**src/rtl/lbs_pkg.sv**
```systemverilog
package lbs_pkg;

  typedef enum logic [3:0] {
    ST_IDLE     = 4'd0,
    ST_TXCLK    = 4'd1,
    ST_EXIT     = 4'd2,
    ST_DETECT   = 4'd3,
    ST_REFLOCK  = 4'd4,
    ST_DATALOCK = 4'd5,
    ST_RXCLK    = 4'd6,
    ST_RXRST    = 4'd7,
    ST_RUN      = 4'd8
  } lbs_state_e;

  // states in which the timeout counter runs
  function automatic logic is_wait(input lbs_state_e s);
    return (s != ST_IDLE) && (s != ST_RUN);
  endfunction

  // transmit window: from detection confirmed onward
  function automatic logic tx_window(input lbs_state_e s);
    return (s >= ST_REFLOCK);
  endfunction

endpackage

```
**src/rtl/lbs_sampler.sv**
```systemverilog
module lbs_sampler #(
  parameter int N = 2
) (
  input  logic         clk,
  input  logic         srst,
  input  logic [N-1:0] din,
  output logic [N-1:0] q
);
  for (genvar i = 0; i < N; i++) begin : g_bit
    always_ff @(posedge clk) begin
      if (srst) q[i] <= 1'b0;
      else      q[i] <= din[i];
    end
  end
endmodule

```
**src/rtl/lbs_wait_timer.sv**
```systemverilog
module lbs_wait_timer #(
  parameter int W = 16
) (
  input  logic         clk,
  input  logic         srst,
  input  logic         run,
  input  logic         clr,
  input  logic [W-1:0] limit,
  output logic         expire
);
  localparam logic [W-1:0] ONE = W'(1);

  logic [W-1:0] cnt;

  // expiry on the L-th cycle spent in one state
  function automatic logic hit(input logic [W-1:0] c, input logic [W-1:0] lim);
    return (lim != '0) && (c == lim - ONE);
  endfunction

  always_ff @(posedge clk) begin
    if (srst || clr || !run) cnt <= '0;
    else                     cnt <= cnt + ONE;
  end

  assign expire = run && hit(cnt, limit);
endmodule

```
**src/rtl/lbs_pd_ctrl.sv**
```systemverilog
module lbs_pd_ctrl #(
  parameter int GRP = 8
) (
  input  logic           clk,
  input  logic           srst,
  input  logic [GRP-1:0] grp_exit,
  output logic [1:0]     pd_code
);
  logic seen;

  always_ff @(posedge clk) begin
    if (srst) seen <= 1'b0;
    else      seen <= seen | (|grp_exit);
  end

  assign pd_code = seen ? 2'b11 : 2'b00;
endmodule

```
**src/rtl/lane_bringup_seq.sv**
```systemverilog
module lane_bringup_seq
  import lbs_pkg::*;
#(
  parameter int GRP   = 8,
  parameter int TMO_W = 16
) (
  input  logic             clk,
  input  logic             rst_n,
  input  logic             init_done_n,
  input  logic             board_rst_n,
  input  logic             xfer_en,
  input  logic             phy_status,
  input  logic             rx_status,
  input  logic             txclk_ok,
  input  logic             cdr_ref_lock,
  input  logic             cdr_data_lock,
  input  logic             rxclk_ok,
  input  logic             rx_rstat_n,
  input  logic [1:0]       rx_valid,
  input  logic [GRP-1:0]   grp_exit,
  input  logic [TMO_W-1:0] tmo_limit,
  output logic             pcs_rst_n,
  output logic             tx_en,
  output logic             rx_en,
  output logic             rx_take,
  output logic [1:0]       pd_code,
  output logic             err_flag,
  output logic [3:0]       state_code
);

  lbs_state_e st, seq_nxt, nxt;

  logic       srst;
  logic [1:0] prev;
  logic       ps_rise, ps_fall, rs_rise;
  logic       ps_seen, rs_seen, ps_got, rs_got;
  logic       lost, advance, expire, tmo_fire;

  assign srst = !rst_n || init_done_n;

  lbs_sampler #(.N(2)) u_smp (
    .clk  (clk),
    .srst (srst),
    .din  ({rx_status, phy_status}),
    .q    (prev)
  );

  assign ps_rise = phy_status & ~prev[0];
  assign ps_fall = ~phy_status & prev[0];
  assign rs_rise = rx_status & ~prev[1];
  assign ps_got  = ps_seen | ps_rise;
  assign rs_got  = rs_seen | rs_rise;

  always_comb begin
    seq_nxt = st;
    unique case (st)
      ST_IDLE:     if (board_rst_n && xfer_en) seq_nxt = ST_TXCLK;
      ST_TXCLK:    if (txclk_ok)               seq_nxt = ST_EXIT;
      ST_EXIT:     if (ps_fall)                seq_nxt = ST_DETECT;
      ST_DETECT:   if (ps_got && rs_got)       seq_nxt = ST_REFLOCK;
      ST_REFLOCK:  if (cdr_ref_lock)           seq_nxt = ST_DATALOCK;
      ST_DATALOCK: if (cdr_data_lock)          seq_nxt = ST_RXCLK;
      ST_RXCLK:    if (rxclk_ok)               seq_nxt = ST_RXRST;
      ST_RXRST:    if (rx_rstat_n)             seq_nxt = ST_RUN;
      ST_RUN:                                  seq_nxt = ST_RUN;
      default:                                 seq_nxt = ST_IDLE;
    endcase
  end

  assign lost     = (st != ST_IDLE) && (!board_rst_n || !xfer_en);
  assign advance  = (seq_nxt != st);
  assign tmo_fire = expire && !lost && !advance;

  always_comb begin
    if (lost || tmo_fire) nxt = ST_IDLE;
    else                  nxt = seq_nxt;
  end

  lbs_wait_timer #(.W(TMO_W)) u_tmr (
    .clk    (clk),
    .srst   (srst),
    .run    (is_wait(st)),
    .clr    (nxt != st),
    .limit  (tmo_limit),
    .expire (expire)
  );

  always_ff @(posedge clk) begin
    if (srst) begin
      st       <= ST_IDLE;
      ps_seen  <= 1'b0;
      rs_seen  <= 1'b0;
      err_flag <= 1'b0;
    end else begin
      st       <= nxt;
      ps_seen  <= (st == ST_DETECT) && ps_got;
      rs_seen  <= (st == ST_DETECT) && rs_got;
      err_flag <= err_flag | tmo_fire;
    end
  end

  lbs_pd_ctrl #(.GRP(GRP)) u_pd (
    .clk      (clk),
    .srst     (srst),
    .grp_exit (grp_exit),
    .pd_code  (pd_code)
  );

  assign state_code = st;
  assign pcs_rst_n  = (st != ST_IDLE);
  assign tx_en      = tx_window(st);
  assign rx_en      = (st == ST_RUN);
  assign rx_take    = rx_en && rx_rstat_n && (|rx_valid);

endmodule

```
**config.mk**
```make
export PLATFORM = sky130hd
export DESIGN_NAME = lane_bringup_seq
export DESIGN_NICKNAME = d
export VERILOG_FILES = /design/src/rtl/lbs_pkg.sv /design/src/rtl/lbs_sampler.sv /design/src/rtl/lbs_wait_timer.sv /design/src/rtl/lbs_pd_ctrl.sv /design/src/rtl/lane_bringup_seq.sv
export SDC_FILE = /design/constraint.sdc
export NUM_CORES = 1
export LEC_CHECK = 0
export ABC_CLOCK_PERIOD_IN_PS = 3400
export BUFFER_PORTS_ARGS = -buffer_cell sky130_fd_sc_hd__buf_4
export CAP_MARGIN = 10
export CORE_ASPECT_RATIO = 1.2
export CORE_MARGIN = 2
export CORE_UTILIZATION = 25
export DETAILED_ROUTE_END_ITERATION = 10
export PLACE_DENSITY_LB_ADDON = 0.3
export RECOVER_POWER = 100
export SLEW_MARGIN = 40
export SYNTH_ARGS = -nofsm -noshare
export SYNTH_HDL_FRONTEND = slang
export SYNTH_HIERARCHICAL = 1
export SYNTH_SLANG_ARGS = --single-unit
```
**constraint.sdc**
```tcl
create_clock -name clk -period 3.4 [get_ports clk]
set_clock_uncertainty 0.1 [all_clocks]
set_input_delay 0.17 -clock clk [delete_from_list [all_inputs] [get_ports clk]]
set_output_delay 0.17 -clock clk [all_outputs]
set_load 0.1 [all_outputs]
```
# --- Word-level counts from Yosys, hierarchy flattened ---
# Cells that the tools add are included.
totals:
  ff_bits: 26
  inputBits: 38
  output_inout_bits: 11
  elab_cells: 72
classes:
  add_sub_neg: 2
  magnitude_cmp: 1
  n_eq_ne: 12
  n_mux: 11
  bitwise_logic: 10
  reduce_logical: 28
op_table:
  columns: ["cell", "n"]
  rows:
  - ["$mux 4", 9]
  - ["$pmux 4 s9", 1]
  - ["$add 16x1->16 const B", 1]
  - ["$eq 16x16->1", 1]
  - ["$eq 4x3->1 const B", 4]
  - ["$reduce_bool 16->1", 1]
  - ["$sub 16x1->16 const B", 1]
  - ["$logic_and 1x1->1", 12]
  - ["$eq 4x2->1 const B", 2]
  - ["$ne 4x4->1", 2]
  - ["$reduce_or 8->1", 1]
  - ["$logic_not 1->1", 6]
  - ["$logic_or 1x1->1", 5]
  - ["$eq 4x1->1 const B", 1]
  - ["$eq 4x4->1 const B", 1]
  - ["$ge 4x3->1 const B", 1]
  - ["$logic_not 4->1", 1]
  - ["$ne 4x4->1 const B", 1]
  - ["$or 1x1->1", 4]
  - ["$reduce_bool 4->1", 1]
  - ["$and 1x1->1", 3]
  - ["$not 1->1", 3]
  - ["$mux 2", 1]
  - ["$reduce_or 2->1", 1]

# --- Longest topological paths before layout ---
# Gate-level depths: netlist (run 1).
logic_depth:
  ltp_word: 14
  mapped_depth: 16
  ltp_nobuf: 15

# --- By module ---
# The synthesis (run 1) kept the hierarchy.
modules_own_cells:
  columns: ["module", "n_inst", "cells_per_inst", "area_per_inst_um2", "seq_area_each_um2"]
  rows:
  - ["lbs_wait_timer", 1, 151, 1243.7, 320.3]
  - ["lane_bringup_seq", 1, 80, 665.6, 140.1]
  - ["lbs_pd_ctrl", 1, 7, 56.3, 20.0]
  - ["lbs_sampler", 1, 4, 52.6, 40.0]

# --- Worst setup path after synthesis (run 1) ---
# No wires, ideal clock.
synth_path:
  path_kind: "reg-to-reg"
  start: "register st[0] (netlist: state_code[0])"
  end: "register u_tmr.cnt[13]"
  setup_time_ns: 0.128
  arrival_time_ns: 3.344
  t_required_ns: 3.172
  setup_slack_ns: -0.172
  stages_incl_launch_ff: 15
  path_buffers: 2
  period_less_slack_ns: 3.572
  cell_sequence: "dfxtp_1 buf_4 or3_2 nand3_1 a211oi_2 o2111ai_1 nor4b_2 and2_2 o2111ai_4 o32a_1 o21ai_2 nor2_1 nand2_1 clkbuf_1 nor2_1"
synth_via:
  elab_chain_cells: 10
  word_cells_on_any_way: 34
  cone_classes: "11 x eq/ne; 10 x mux; 13 x reduce/logical"
synth_rtl:
  columns: ["element", "line_no", "rtl"]
  rows:
  - ["start, declared", "lane_bringup_seq.sv:31", "lbs_state_e st, seq_nxt, nxt;"]
  - ["start signal, assigned", "lane_bringup_seq.sv:95", "st <= nxt;"]
  - ["$ne 4x4->1 or $reduce_bool 4->1 (tied branches)", "lbs_pkg.sv:17", "return (s != ST_IDLE) && (s != ST_RUN);"]
  - ["$logic_and 1x1->1 *", "lbs_pkg.sv:17", null]
  - ["$logic_and 1x1->1 *", "lbs_wait_timer.sv:25", "assign expire = run && hit(cnt, limit);"]
  - ["via expire", "lane_bringup_seq.sv:37", "logic lost, advance, expire, tmo_fire;"]
  - ["$logic_and 1x1->1 * (2 in a row)", "lane_bringup_seq.sv:72", "assign tmo_fire = expire && !lost && !advance;"]
  - ["$logic_or 1x1->1 *", "lane_bringup_seq.sv:75", "if (lost || tmo_fire) nxt = ST_IDLE;"]
  - ["$mux 4 *", "lane_bringup_seq.sv:75", null]
  - ["$ne 4x4->1 *", "lane_bringup_seq.sv:83", ".clr (nxt != st),"]
  - ["$logic_or 1x1->1 * (2 in a row)", "lbs_wait_timer.sv:21", "if (srst || clr || !run) cnt <= '0;"]
  - ["end signal, assigned", "lbs_wait_timer.sv:22", "else cnt <= cnt + ONE;"]
  - ["end, declared", "lbs_wait_timer.sv:13", "logic [W-1:0] cnt;"]
# Mark *: on every way through the listed nets, which the timed path passes. The rest lies on a longest branch.
# A chain may end at the register's enable or synchronous reset.

# --- Final worst setup path (run 1) ---
layout_path:
  start: "register u_tmr.cnt[14]"
  end: "register u_tmr.cnt[3]"
layout_via:
  elab_chain_cells: 10
layout_rtl:
  columns: ["element", "line_no", "rtl"]
  rows:
  - ["$eq 16x16->1", "lbs_wait_timer.sv:17", "return (lim != '0) && (c == lim - ONE);"]
  - ["$logic_and 1x1->1", "lbs_wait_timer.sv:17", null]
  - ["$logic_and 1x1->1", "lbs_wait_timer.sv:25", null]
  - ["via expire", "lane_bringup_seq.sv:37", null]
  - ["$logic_and 1x1->1 (2 in a row)", "lane_bringup_seq.sv:72", null]
  - ["$logic_or 1x1->1", "lane_bringup_seq.sv:75", null]
  - ["$mux 4", "lane_bringup_seq.sv:75", null]
  - ["$ne 4x4->1", "lane_bringup_seq.sv:83", null]
  - ["$logic_or 1x1->1 (2 in a row)", "lbs_wait_timer.sv:21", null]
# The timed path passes the listed nets, and every way through them passes these cells.

==> flow_metrics.env, run 1 <==
export IMPL_fin_area_um2=2474
export IMPL_drt_iter0_markers=69
export IMPL_critPathLaunchType="register"
export IMPL_cts_tree="yes"
export IMPL_synth_ff_type="dfxtp_1"
export IMPL_wl_per_cell_um=13.72
export IMPL_drtAntennaViolNets=0
export IMPL_synthDistinctLibCells=67
export IMPL_hold_path_class="in2reg"
export IMPL_whs_ns=0.01743
export IMPL_setup_tns_ns=0
export IMPL_place_area_um2=2471
export IMPL_synthXorXnorAreaFrac_pct=15.13
export IMPL_yosysTopAreaCell="dfxtp_1"
export IMPL_holdPathStages=2
export IMPL_crit_type="reg2reg"
export IMPL_swShare_pct=27.18
export IMPL_grt_max_degree=18
export IMPL_dieArea_um2=8811
export IMPL_comb_power_share_pct=20.5
export IMPL_final_layout_size_suffix_gt1_share_pct=25.69
export IMPL_intPower_uw=471.7
export IMPL_critPathArrivalTime_ns=3.13
export IMPL_io_buffers=48
export IMPL_firstDrtPassIters=4
export IMPL_cts_path_max_buffers=2
export IMPL_cts_setup_buffers=0
export IMPL_power_density_nw_per_um2=261.9
export IMPL_rr_worst_depth=13
export IMPL_synth_area_leaders="dfxtp_1, xnor2_1, nor2_1"
export IMPL_drv_slew=0
export IMPL_vias=1872
export IMPL_pwr_share_seq_pct=47.8
export IMPL_cts_buffers_inserted=3
export IMPL_synth_seq_area_share_pct=25.79
export IMPL_syn_to_final_growth_pct=22.57
export IMPL_required_ns=3.47
export IMPL_synth_common_cells="nor2_1, dfxtp_1, xnor2_1"
export IMPL_holdBufCountCts=0
export IMPL_overflow=0
export IMPL_drc=0
export IMPL_synth_top_family_by_area="simple AND/OR/NAND/NOR gates"
export IMPL_ys_ff_latch=26
export IMPL_critPathBufInv=1
export IMPL_ys_warn_count=6
export IMPL_grt_usage_pct=12.27
export IMPL_synth_most_common_cell="nor2_1"
export IMPL_synth_compound_area_share_pct=15.69
export IMPL_drv_cap=0
export IMPL_p_clk_share_pct=31.6
export IMPL_io_pins=49
export IMPL_die_width_um=86.02
export IMPL_dp_hpwl_um=4151
export IMPL_antenna_found_initial=0
export IMPL_layout_min_cycle_time_ns=3.053
export IMPL_cts_resized=0
export IMPL_start_util_pct=26.04
export IMPL_syn_area_per_cell_um2=8.340
export IMPL_ir_worst_vdd_mv=0.1189
export IMPL_dpl_worst_slack_ns=0.1461
export IMPL_htree_levels=1
export IMPL_synth_fa_ha_area_share_pct=1.240
export IMPL_fin_crit_sh_pct=89.78
export IMPL_grt_pass1_vias=1880
export IMPL_cts_root_buf="clkbuf_8"
export IMPL_cp_end_kind="register"
export IMPL_setup_ws_ns=0.3473
export IMPL_crit_path_max_incr_delay_ns=0.63
export IMPL_diodes=0
export IMPL_hold_viol=0
export IMPL_tightest_slew_ns=1.180
export IMPL_netlist_area_leader_share_pct=25.79
export IMPL_yosys_area_share_simple_pct=33.97
export IMPL_final_nets=329
export IMPL_crit_chain="xnor2_1 -> or4b_2 -> a21boi_0 -> o32ai_1 -> nor4b_2 -> and2_2 -> o2111ai_4 -> o32a_1 -> o21ai_0 -> nor2_1 -> nand2_1 -> buf_12 -> nor2_1"
export IMPL_p_sw_uw=176.1
export IMPL_critical_path_top_delay_family="simple AND/OR/NAND/NOR gates"
export IMPL_synth_nets=282
export IMPL_cp_common_cell="nor2_1"
export IMPL_crit_cells=13
export IMPL_max_freq_mhz=327.6
export IMPL_gp_congestion=0.7986
export IMPL_synth_area_um2=2018
export IMPL_synth_cells=242
export IMPL_die_h_um=102.4
export IMPL_synthMuxAreaShare_pct=3.100
export IMPL_cts_sinks=26
export IMPL_setup_viol=0
export IMPL_clk_insertion_delay_late_ns=0.27
export IMPL_grt_pass1_wl_um=8666
export IMPL_rows=35
export IMPL_slowest_stage="or4b_2"
export IMPL_power_leakage_uw=0.0008807
export IMPL_synth_edff_count=0
export IMPL_clkTransAtPathRegs_ns=0.09
export IMPL_outcome="finished clean"
export IMPL_vias_per_cell=4.926
export IMPL_wirelength_um=5215
export IMPL_core_area_um2=7751
export IMPL_cp_max_fo=15
export IMPL_rsz0062_at_grt="false"
export IMPL_max_slew_margin_pct=21.69
export IMPL_synthArstFlopShare_pct=0
## final cells by class
cell class                 instances  area, um^2
clock buffer                       4       55.05
fill                             830        5278
inverter                           9       33.78
multi-input combinational        197        1384
sequential                        26       524.3
tap                               92       115.1
timing repair buffer              52       361.6
## logic make-up (layout without fill, tap and decap cells)
logic type | Yosys count | count (layout)
AOI/OAI and AO/OA | 37 | 37
xor gates and xnor gates | 34 | 34
adders and majority gates | 2 | 2
buffers and inverters | 19 | 65
DFF | 26 | 26
muxes | 6 | 6
and+or+nand+nor | 118 | 118
## cells in the final DEF (no fill, tap or decap), types with 4 or more instances in the layout
| cell | netlist | final |
|---|---|---|
| a21oi_1 | 5 | 5 |
| and3_1 | 5 | 5 |
| buf_4 | 4 | 39 |
| clkbuf_1 | 3 | 11 |
| clkbuf_8 | 0 | 4 |
| dfxtp_1 | 26 | 23 |
| inv_1 | 9 | 9 |
| mux2i_1 | 4 | 4 |
| nand2_1 | 10 | 10 |
| nand3_1 | 12 | 12 |
| nand4_1 | 7 | 7 |
| nor2_1 | 33 | 34 |
| nor2b_1 | 8 | 8 |
| nor3_1 | 6 | 6 |
| nor4_1 | 5 | 5 |
| o21ai_0 | 4 | 5 |
| xnor2_1 | 19 | 19 |
| xor2_1 | 14 | 14 |
## stage by stage
stage / utilization [%] / power [uW] / std cells
2_1_floorplan: - / 394.3 / 242
3_3_place_gp: 31.88 / 453.0 / 376
3_5_place_dp: 31.88 / 454.1 / 376
4_1_cts: 32.59 / 664.0 / 380
5_1_grt: 31.91 / 685.4 / 380
6_report: 31.91 / 647.8 / 380
## routing by layer
metal	GRT usage [%]	vias to the layer above	routed length (um)
met2	21.82	42	2553
met3	1.939	6	214
met5	0	-	0
li1	-	964	-
met4	4.518	0	74
met1	14.83	860	2372
## path summary, 6_finish.rpt
check | startpoint | endpoint | slack (ns)
setup / recovery | u_tmr/cnt[14] | u_tmr/cnt[3] | 0.35
hold / removal | rx_status | u_smp/q[1] | 0.02
setup reg to reg | u_tmr/cnt[14] | u_tmr/cnt[3] | 0.35
hold reg to reg | err_flag | err_flag | 0.38
## registers in the layout, indices dropped and copies added (netlist names)
| signal | flops |
|---|---|
| state_code | 4 |
| u_smp/q | 2 |
| u_tmr/cnt | 16 |
| rs_seen | 1 |
| err_flag | 1 |
| u_pd/seen | 1 |
| ps_seen | 1 |
## power groups by stage
stage | Combinational (uW) | Sequential, uW | Clock, uW
floorplan | 75.5 | 319 | 0
global placement | 136 | 317 | 0
detailed placement | 137 | 317 | 0
CTS | 138 | 310 | 216
global route | 145 | 311 | 230
finish | 133 | 310 | 205
No activity file was read; power rests on OpenSTA's default activity.
==> run 2: changes to the inputs <==
--- a/config.mk
+++ b/config.mk
@@ -5,7 +5,7 @@
 export SDC_FILE = /design/constraint.sdc
 export NUM_CORES = 1
 export LEC_CHECK = 0
-export ABC_CLOCK_PERIOD_IN_PS = 3400
+export ABC_CLOCK_PERIOD_IN_PS = 2500
 export BUFFER_PORTS_ARGS = -buffer_cell sky130_fd_sc_hd__buf_4
 export CAP_MARGIN = 10
 export CORE_ASPECT_RATIO = 1.2
==> constraint.sdc (replaced) <==
create_clock -name clk -period 2.5 [get_ports clk]
set_clock_uncertainty 0.1 [all_clocks]
set_input_delay 0.125 -clock clk [delete_from_list [all_inputs] [get_ports clk]]
set_output_delay 0.125 -clock clk [all_outputs]
set_load 0.1 [all_outputs]
==> flow_metrics.env, run 2 (synthesized netlist as in run 1, its figures left out) <==
export IMPL_critPathArrivalTime_ns=2.89
export IMPL_clk_insertion_delay_late_ns=0.27
export IMPL_outcome="finished, violations left"
export IMPL_diodes=0
export IMPL_dp_hpwl_um=4469
export IMPL_htree_levels=1
export IMPL_critPathLaunchType="register"
export IMPL_nFillCells=797
export IMPL_io_buffers=48
export IMPL_crit_cells=14
export IMPL_final_nets=376
export IMPL_met1_usage_pct=14.48
export IMPL_syn_to_final_growth_pct=45.51
export IMPL_fin_crit_sh_pct=112.7
export IMPL_cts_buffers_inserted=3
export IMPL_violations="setup timing"
export IMPL_p_total_uw=879.8
export IMPL_cts_tree="yes"
export IMPL_mostFrequentLayoutCell="buf_4"
export IMPL_setup_ws_ns=-0.3173
export IMPL_finish_utilization_pct=37.89
export IMPL_drv_cap=0
export IMPL_largest_register_ffs=16
export IMPL_grt_max_degree=17
export IMPL_grt_pass1_wl_um=8749
export IMPL_met3_usage_pct=1.616
export IMPL_hold_viol=0
export IMPL_core_area_um2=7751
export IMPL_drc=0
export IMPL_die_width_um=86.02
export IMPL_cp_end_kind="register"
export IMPL_rows=35
export IMPL_overflow=0
export IMPL_cts_path_max_buffers=2
export IMPL_dpl_worst_slack_ns=-0.6722
export IMPL_whs_ns=0.002883
export IMPL_die_h_um=102.4
export IMPL_cp_max_fo=7
export IMPL_holdPathStages=3
export IMPL_power_leakage_uw=0.001155
export IMPL_cts_root_buf="clkbuf_8"
export IMPL_max_freq_mhz=355.0
export IMPL_power_density_nw_per_um2=299.6
export IMPL_crit_path_max_incr_delay_ns=0.42
export IMPL_cts_sinks=26
export IMPL_layout_min_cycle_time_ns=2.817
export IMPL_tightest_slew_ns=1.174
export IMPL_required_ns=2.57
export IMPL_clkTransAtPathRegs_ns=0.09
export IMPL_wl_per_cell_um=12.69
export IMPL_grt_usage_pct=12.28
export IMPL_drt_iter0_markers=53
export IMPL_drtAntennaViolNets=0
export IMPL_gr_usage_met2_pct=23.67
export IMPL_rsz0062_at_grt="true"
export IMPL_slowest_stage="or4_4"
export IMPL_gp_congestion=0.8588
export IMPL_vias_per_cell=4.834
export IMPL_setup_tns_ns=-5.098
export IMPL_io_pins=49
export IMPL_crit_chain="xnor2_1 -> or4_4 -> a211oi_2 -> o2111ai_1 -> nor4b_2 -> and2_4 -> o2111ai_4 -> o32a_1 -> o21ai_2 -> nor2_2 -> nand2_2 -> buf_4 -> buf_16 -> nor2_1"
export IMPL_rr_worst_depth=14
export IMPL_wirelength_um=5420
export IMPL_critPathBufInv=2
export IMPL_largest_register="u_tmr/cnt"
export IMPL_antenna_found_initial=0
export IMPL_setup_viol=20
export IMPL_dieArea_um2=8811
export IMPL_vias=2064
export IMPL_hold_path_class="in2reg"
export IMPL_max_slew_margin_pct=22.04
export IMPL_grt_busiest_layer="met2"
export IMPL_drv_slew=0
export IMPL_firstDrtPassIters=4
export IMPL_layout_common_cells="buf_4, nor2_1, dfxtp_1"
export IMPL_crit_type="reg2reg"
export IMPL_grt_pass1_vias=1932
export IMPL_ir_worst_vdd_mv=0.1542
export IMPL_final_layout_size_suffix_gt1_share_pct=40.00
export IMPL_start_util_pct=26.04
export IMPL_critical_path_top_delay_family="simple AND/OR/NAND/NOR gates"
[run 2: cell types whose count changed in the layout (fill, tap and decap cells not counted), sizes merged]
cell and change:
dlygate4sd3 +2, buf +44, clkinv +1
[run 2: what timing repair did]
item	CTS	global route
cloned	1	0
setup buffers	3	0
pin swaps	3	1
hold endpoints to repair	2	0
gates resized for setup	9	4
setup endpoints to repair	21	21
hold buffers	2	0
[run 2: worst register-to-register path, stage by stage (launching register included)]
cell       delay (ns)
dfxtp_2          0.34
xnor2_1          0.14
or4_4            0.42
a211oi_2         0.19
o2111ai_1        0.14
nor4b_2          0.32
and2_4           0.19
o2111ai_4        0.11
o32a_1           0.33
o21ai_2          0.07
nor2_2           0.05
nand2_2          0.06
buf_4            0.13
buf_16           0.11
nor2_1           0.04
[run 2: per-stage QoR]
stage                     cells  cell area [um^2]
after global routing        427              2937
final                       427              2937
after global placement      417              2830
after CTS                   427              2974
after floorplan             242              2061
after detailed placement    417              2830
[run 2: final timing paths]
check / start / slack (ns) / end
max: u_tmr/cnt[5] / -0.32 / u_tmr/cnt[8]
min: grp_exit[7] / 0.003 / u_pd/seen
min reg2reg: err_flag / 0.38 / err_flag
max reg2reg: u_tmr/cnt[5] / -0.32 / u_tmr/cnt[8]
[run 2: per-layer routing]
layer	part of all wire, %	wire [um]	vias up
met5	0	0	-
met4	0.42	23	0
met3	3.5	189	2
met2	53	2850	34
met1	43	2357	972
li1	-	-	1056
[run 2: layout make-up]
type | instances | area [um^2] | share of cell area, %
Timing Repair Buffer | 99 | 764.5 | 26.03
Sequential cell | 26 | 536.8 | 18.28
Inverter | 9 | 33.78 | 1.150
Multi-Input combinational cell | 197 | 1441 | 49.08
Clock inverter | 1 | 3.754 | 0.1278
Tap cell | 92 | 115.1 | 3.920
Clock buffer | 3 | 41.29 | 1.406
[run 2: report_power, final]
part / switching (uW) / leakage [uW] / total (uW) / internal, uW
clock: 127 / 0.0000231 / 237 / 110
sequential: 1.23 / 0.000214 / 415 / 414
combinational: 110 / 0.000917 / 227 / 117
total: 239 / 0.00115 / 880 / 641
==> run 3: changes to the inputs <==
--- a/config.mk
+++ b/config.mk
@@ -5,6 +5,7 @@
 export SDC_FILE = /design/constraint.sdc
 export NUM_CORES = 1
 export LEC_CHECK = 0
+export ABC_AREA = 1
 export ABC_CLOCK_PERIOD_IN_PS = 2500
 export BUFFER_PORTS_ARGS = -buffer_cell sky130_fd_sc_hd__buf_4
 export CAP_MARGIN = 10
==> flow_metrics.env, run 3 <==
export IMPL_outcome="finished, violations left"
export IMPL_violations="setup timing"
export IMPL_synth_most_common_cell="nand2_1"
export IMPL_cts_path_max_buffers=2
export IMPL_mostFrequentLayoutCell="nand2_1"
export IMPL_vias=2565
export IMPL_cts_buffers_inserted=3
export IMPL_htree_levels=1
export IMPL_cp_end_kind="register"
export IMPL_drc=0
export IMPL_yosysTopAreaCell="dfxtp_1"
export IMPL_synthDistinctLibCells=30
export IMPL_layout_min_cycle_time_ns=2.738
export IMPL_final_layout_size_suffix_gt1_share_pct=36.61
export IMPL_drt_iter0_markers=66
export IMPL_drv_slew=0
export IMPL_synth_nets=423
export IMPL_ys_warn_count=6
export IMPL_cts_tree="yes"
export IMPL_grt_max_degree=16
export IMPL_p_clk_share_pct=32.6
export IMPL_power_leakage_uw=0.001545
export IMPL_dp_hpwl_um=4785
export IMPL_p_total_uw=960.8
export IMPL_gp_congestion=0.8492
export IMPL_clk_insertion_delay_late_ns=0.27
export IMPL_overflow=0
export IMPL_intPower_uw=692.9
export IMPL_io_buffers=48
export IMPL_pwr_share_seq_pct=43.0
export IMPL_nFillCells=958
export IMPL_rsz0062_at_grt="true"
export IMPL_start_util_pct=26.00
export IMPL_crit_chain="inv_2 -> nand2_1 -> nand2_1 -> nand2_1 -> nand2_1 -> nand2_2 -> nor2_2 -> nand3_1 -> nor2_1 -> nand3_1 -> nor2_2 -> nand2_2 -> nor3b_2 -> nand3_2 -> clkinv_4 -> nand2_8 -> nand4_1 -> nand2_1 -> nor2_1 -> nand2_1 -> nor2_2 -> nand2_4 -> buf_4 -> a211oi_2"
export IMPL_swShare_pct=27.88
export IMPL_die_h_um=107.9
export IMPL_drtAntennaViolNets=0
export IMPL_crit_path_max_incr_delay_ns=0.37
export IMPL_final_nets=530
export IMPL_max_slew_margin_pct=21.77
export IMPL_firstDrtPassIters=4
export IMPL_crit_type="reg2reg"
export IMPL_ys_ff_latch=26
export IMPL_setup_ws_ns=-0.2377
export IMPL_core_area_um2=8657
export IMPL_hold_viol=0
export IMPL_layout_common_cells="nand2_1, buf_4, inv_1"
export IMPL_required_ns=2.59
export IMPL_tightest_slew_ns=1.178
export IMPL_dp_cells=597
export IMPL_drv_cap=0
export IMPL_power_density_nw_per_um2=287.8
export IMPL_grt_usage_pct=12.75
export IMPL_syn_area_per_cell_um2=5.877
export IMPL_synth_area_um2=2251
export IMPL_cp_common_cell="nand2_1"
export IMPL_synth_cells=383
export IMPL_largest_register="u_tmr/cnt"
export IMPL_setup_viol=16
export IMPL_ir_worst_vdd_mv=0.1524
export IMPL_clkTransAtPathRegs_ns=0.10
export IMPL_die_width_um=90.62
export IMPL_grt_pass1_vias=2571
export IMPL_synth_ff_type="dfxtp_1"
export IMPL_dieArea_um2=9782
export IMPL_diodes=0
export IMPL_critPathLaunchType="register"
export IMPL_slowest_stage="dfxtp_4"
export IMPL_syn_to_final_growth_pct=48.30
export IMPL_hold_path_class="in2reg"
export IMPL_synth_edff_count=0
export IMPL_fin_cells=606
export IMPL_rows=37
export IMPL_wl_per_cell_um=9.614
export IMPL_fin_crit_sh_pct=109.5
export IMPL_synth_seq_area_share_pct=23.12
export IMPL_wirelength_um=5826
export IMPL_synthArstFlopShare_pct=0
export IMPL_critPathArrivalTime_ns=2.83
export IMPL_largest_register_ffs=16
export IMPL_max_freq_mhz=365.3
export IMPL_cts_sinks=26
export IMPL_netlist_area_leader_share_pct=23.12
export IMPL_synth_common_cells="nand2_1, nor2_1, inv_1"
export IMPL_p_sw_uw=267.9
export IMPL_cts_root_buf="clkbuf_8"
export IMPL_antenna_found_initial=0
export IMPL_comb_power_share_pct=24.4
export IMPL_cp_max_fo=8
export IMPL_vias_per_cell=4.233
export IMPL_synth_area_leaders="dfxtp_1, nand2_1, nor2_1"
export IMPL_io_pins=49
export IMPL_grt_pass1_wl_um=10560
[run 3: cell types whose count changed in the layout (fill, tap and decap cells not counted), sizes merged, moves of 12 or more]
cell | before | now
xnor2 | 20 | 3
nand2 | 10 | 119
inv | 9 | 67
xor2 | 14 | 2
nand3 | 12 | 38
nor2 | 34 | 71
[run 3: power by group through the flow]
stage	Sequential [uW]	Combinational, uW	Clock [uW]
finish	414	234	313
global route	414	261	343
CTS	416	235	327
detailed placement	426	227	0
global placement	425	224	0
floorplan	431	111	0
[run 3: final cells by class]
class	instances	area (um^2)	area share [%]
repair buffers	103	735.7	22.04
clock buffers	4	66.31	1.987
flip-flops and latches	26	541.8	16.23
inverters	70	272.8	8.171
well taps	117	146.4	4.385
multi-input cells	285	1569	47.00
repair inverters	1	6.256	0.1874
[run 3: logic make-up after synthesis]
kind of cell	synth area share [%]
and+or+nand+nor	54.20
buffers and inverters	12.40
AOI/OAI and AO/OA	7.226
DFF	23.12
xor gates and xnor gates	1.946
adders and majority gates	1.112
[run 3: worst max-delay path, delay by kind of cell, from the launching register on]
| family | cells | cell delay (ns) |
|---|---|---|
| AO/OA/AOI/OAI | 1 | 0.13 |
| AND/OR/NAND/NOR | 20 | 1.77 |
| flip-flops | 1 | 0.37 |
| buffers and inverters | 3 | 0.27 |
[run 3: per-stage QoR]
stage / setup slack, ns / hold WS, ns / utilization, % / area, um^2 / setup TNS (ns)
6_report: -0.2377 / 0.03476 / 38.56 / 3338 / -2.905
5_1_grt: -0.4862 / 0.07748 / 38.56 / 3338 / -7.013
4_1_cts: -0.1955 / 0.03138 / 38.21 / 3308 / -2.589
3_5_place_dp: -0.5654 / 0.2449 / 36.58 / 3167 / -8.254
3_3_place_gp: -0.4908 / 0.2377 / 36.58 / 3167 / -7.250
2_1_floorplan: -0.2740 / 0.1320 / - / 2292 / -3.295
[run 3: final timing paths]
check	startpoint	to	slack, ns	depth (start not counted)
max	u_tmr/cnt[3]	u_tmr/cnt[10]	-0.24	24
min	grp_exit[0]	u_pd/seen	0.03	5
max reg2reg	u_tmr/cnt[3]	u_tmr/cnt[10]	-0.24	24
min reg2reg	err_flag	err_flag	0.36	2
[run 3: what timing repair did]
item	CTS	global route
pin swaps	9	11
setup endpoints to repair	16	16
gates resized for setup	10	26
gates cloned	0	1
endpoints found under the hold margin	2	0
setup buffers	2	0
hold buffers	2	0
[run 3: metal layers]
metal / part of all wire, % / up-vias / GRT usage (%)
met1: 44 / 1125 / 14.60
met2: 53 / 38 / 25.11
met5: 0 / - / 0
li1: - / 1400 / -
met3: 2.8 / 2 / 1.185
met4: 0.77 / 0 / 3.407
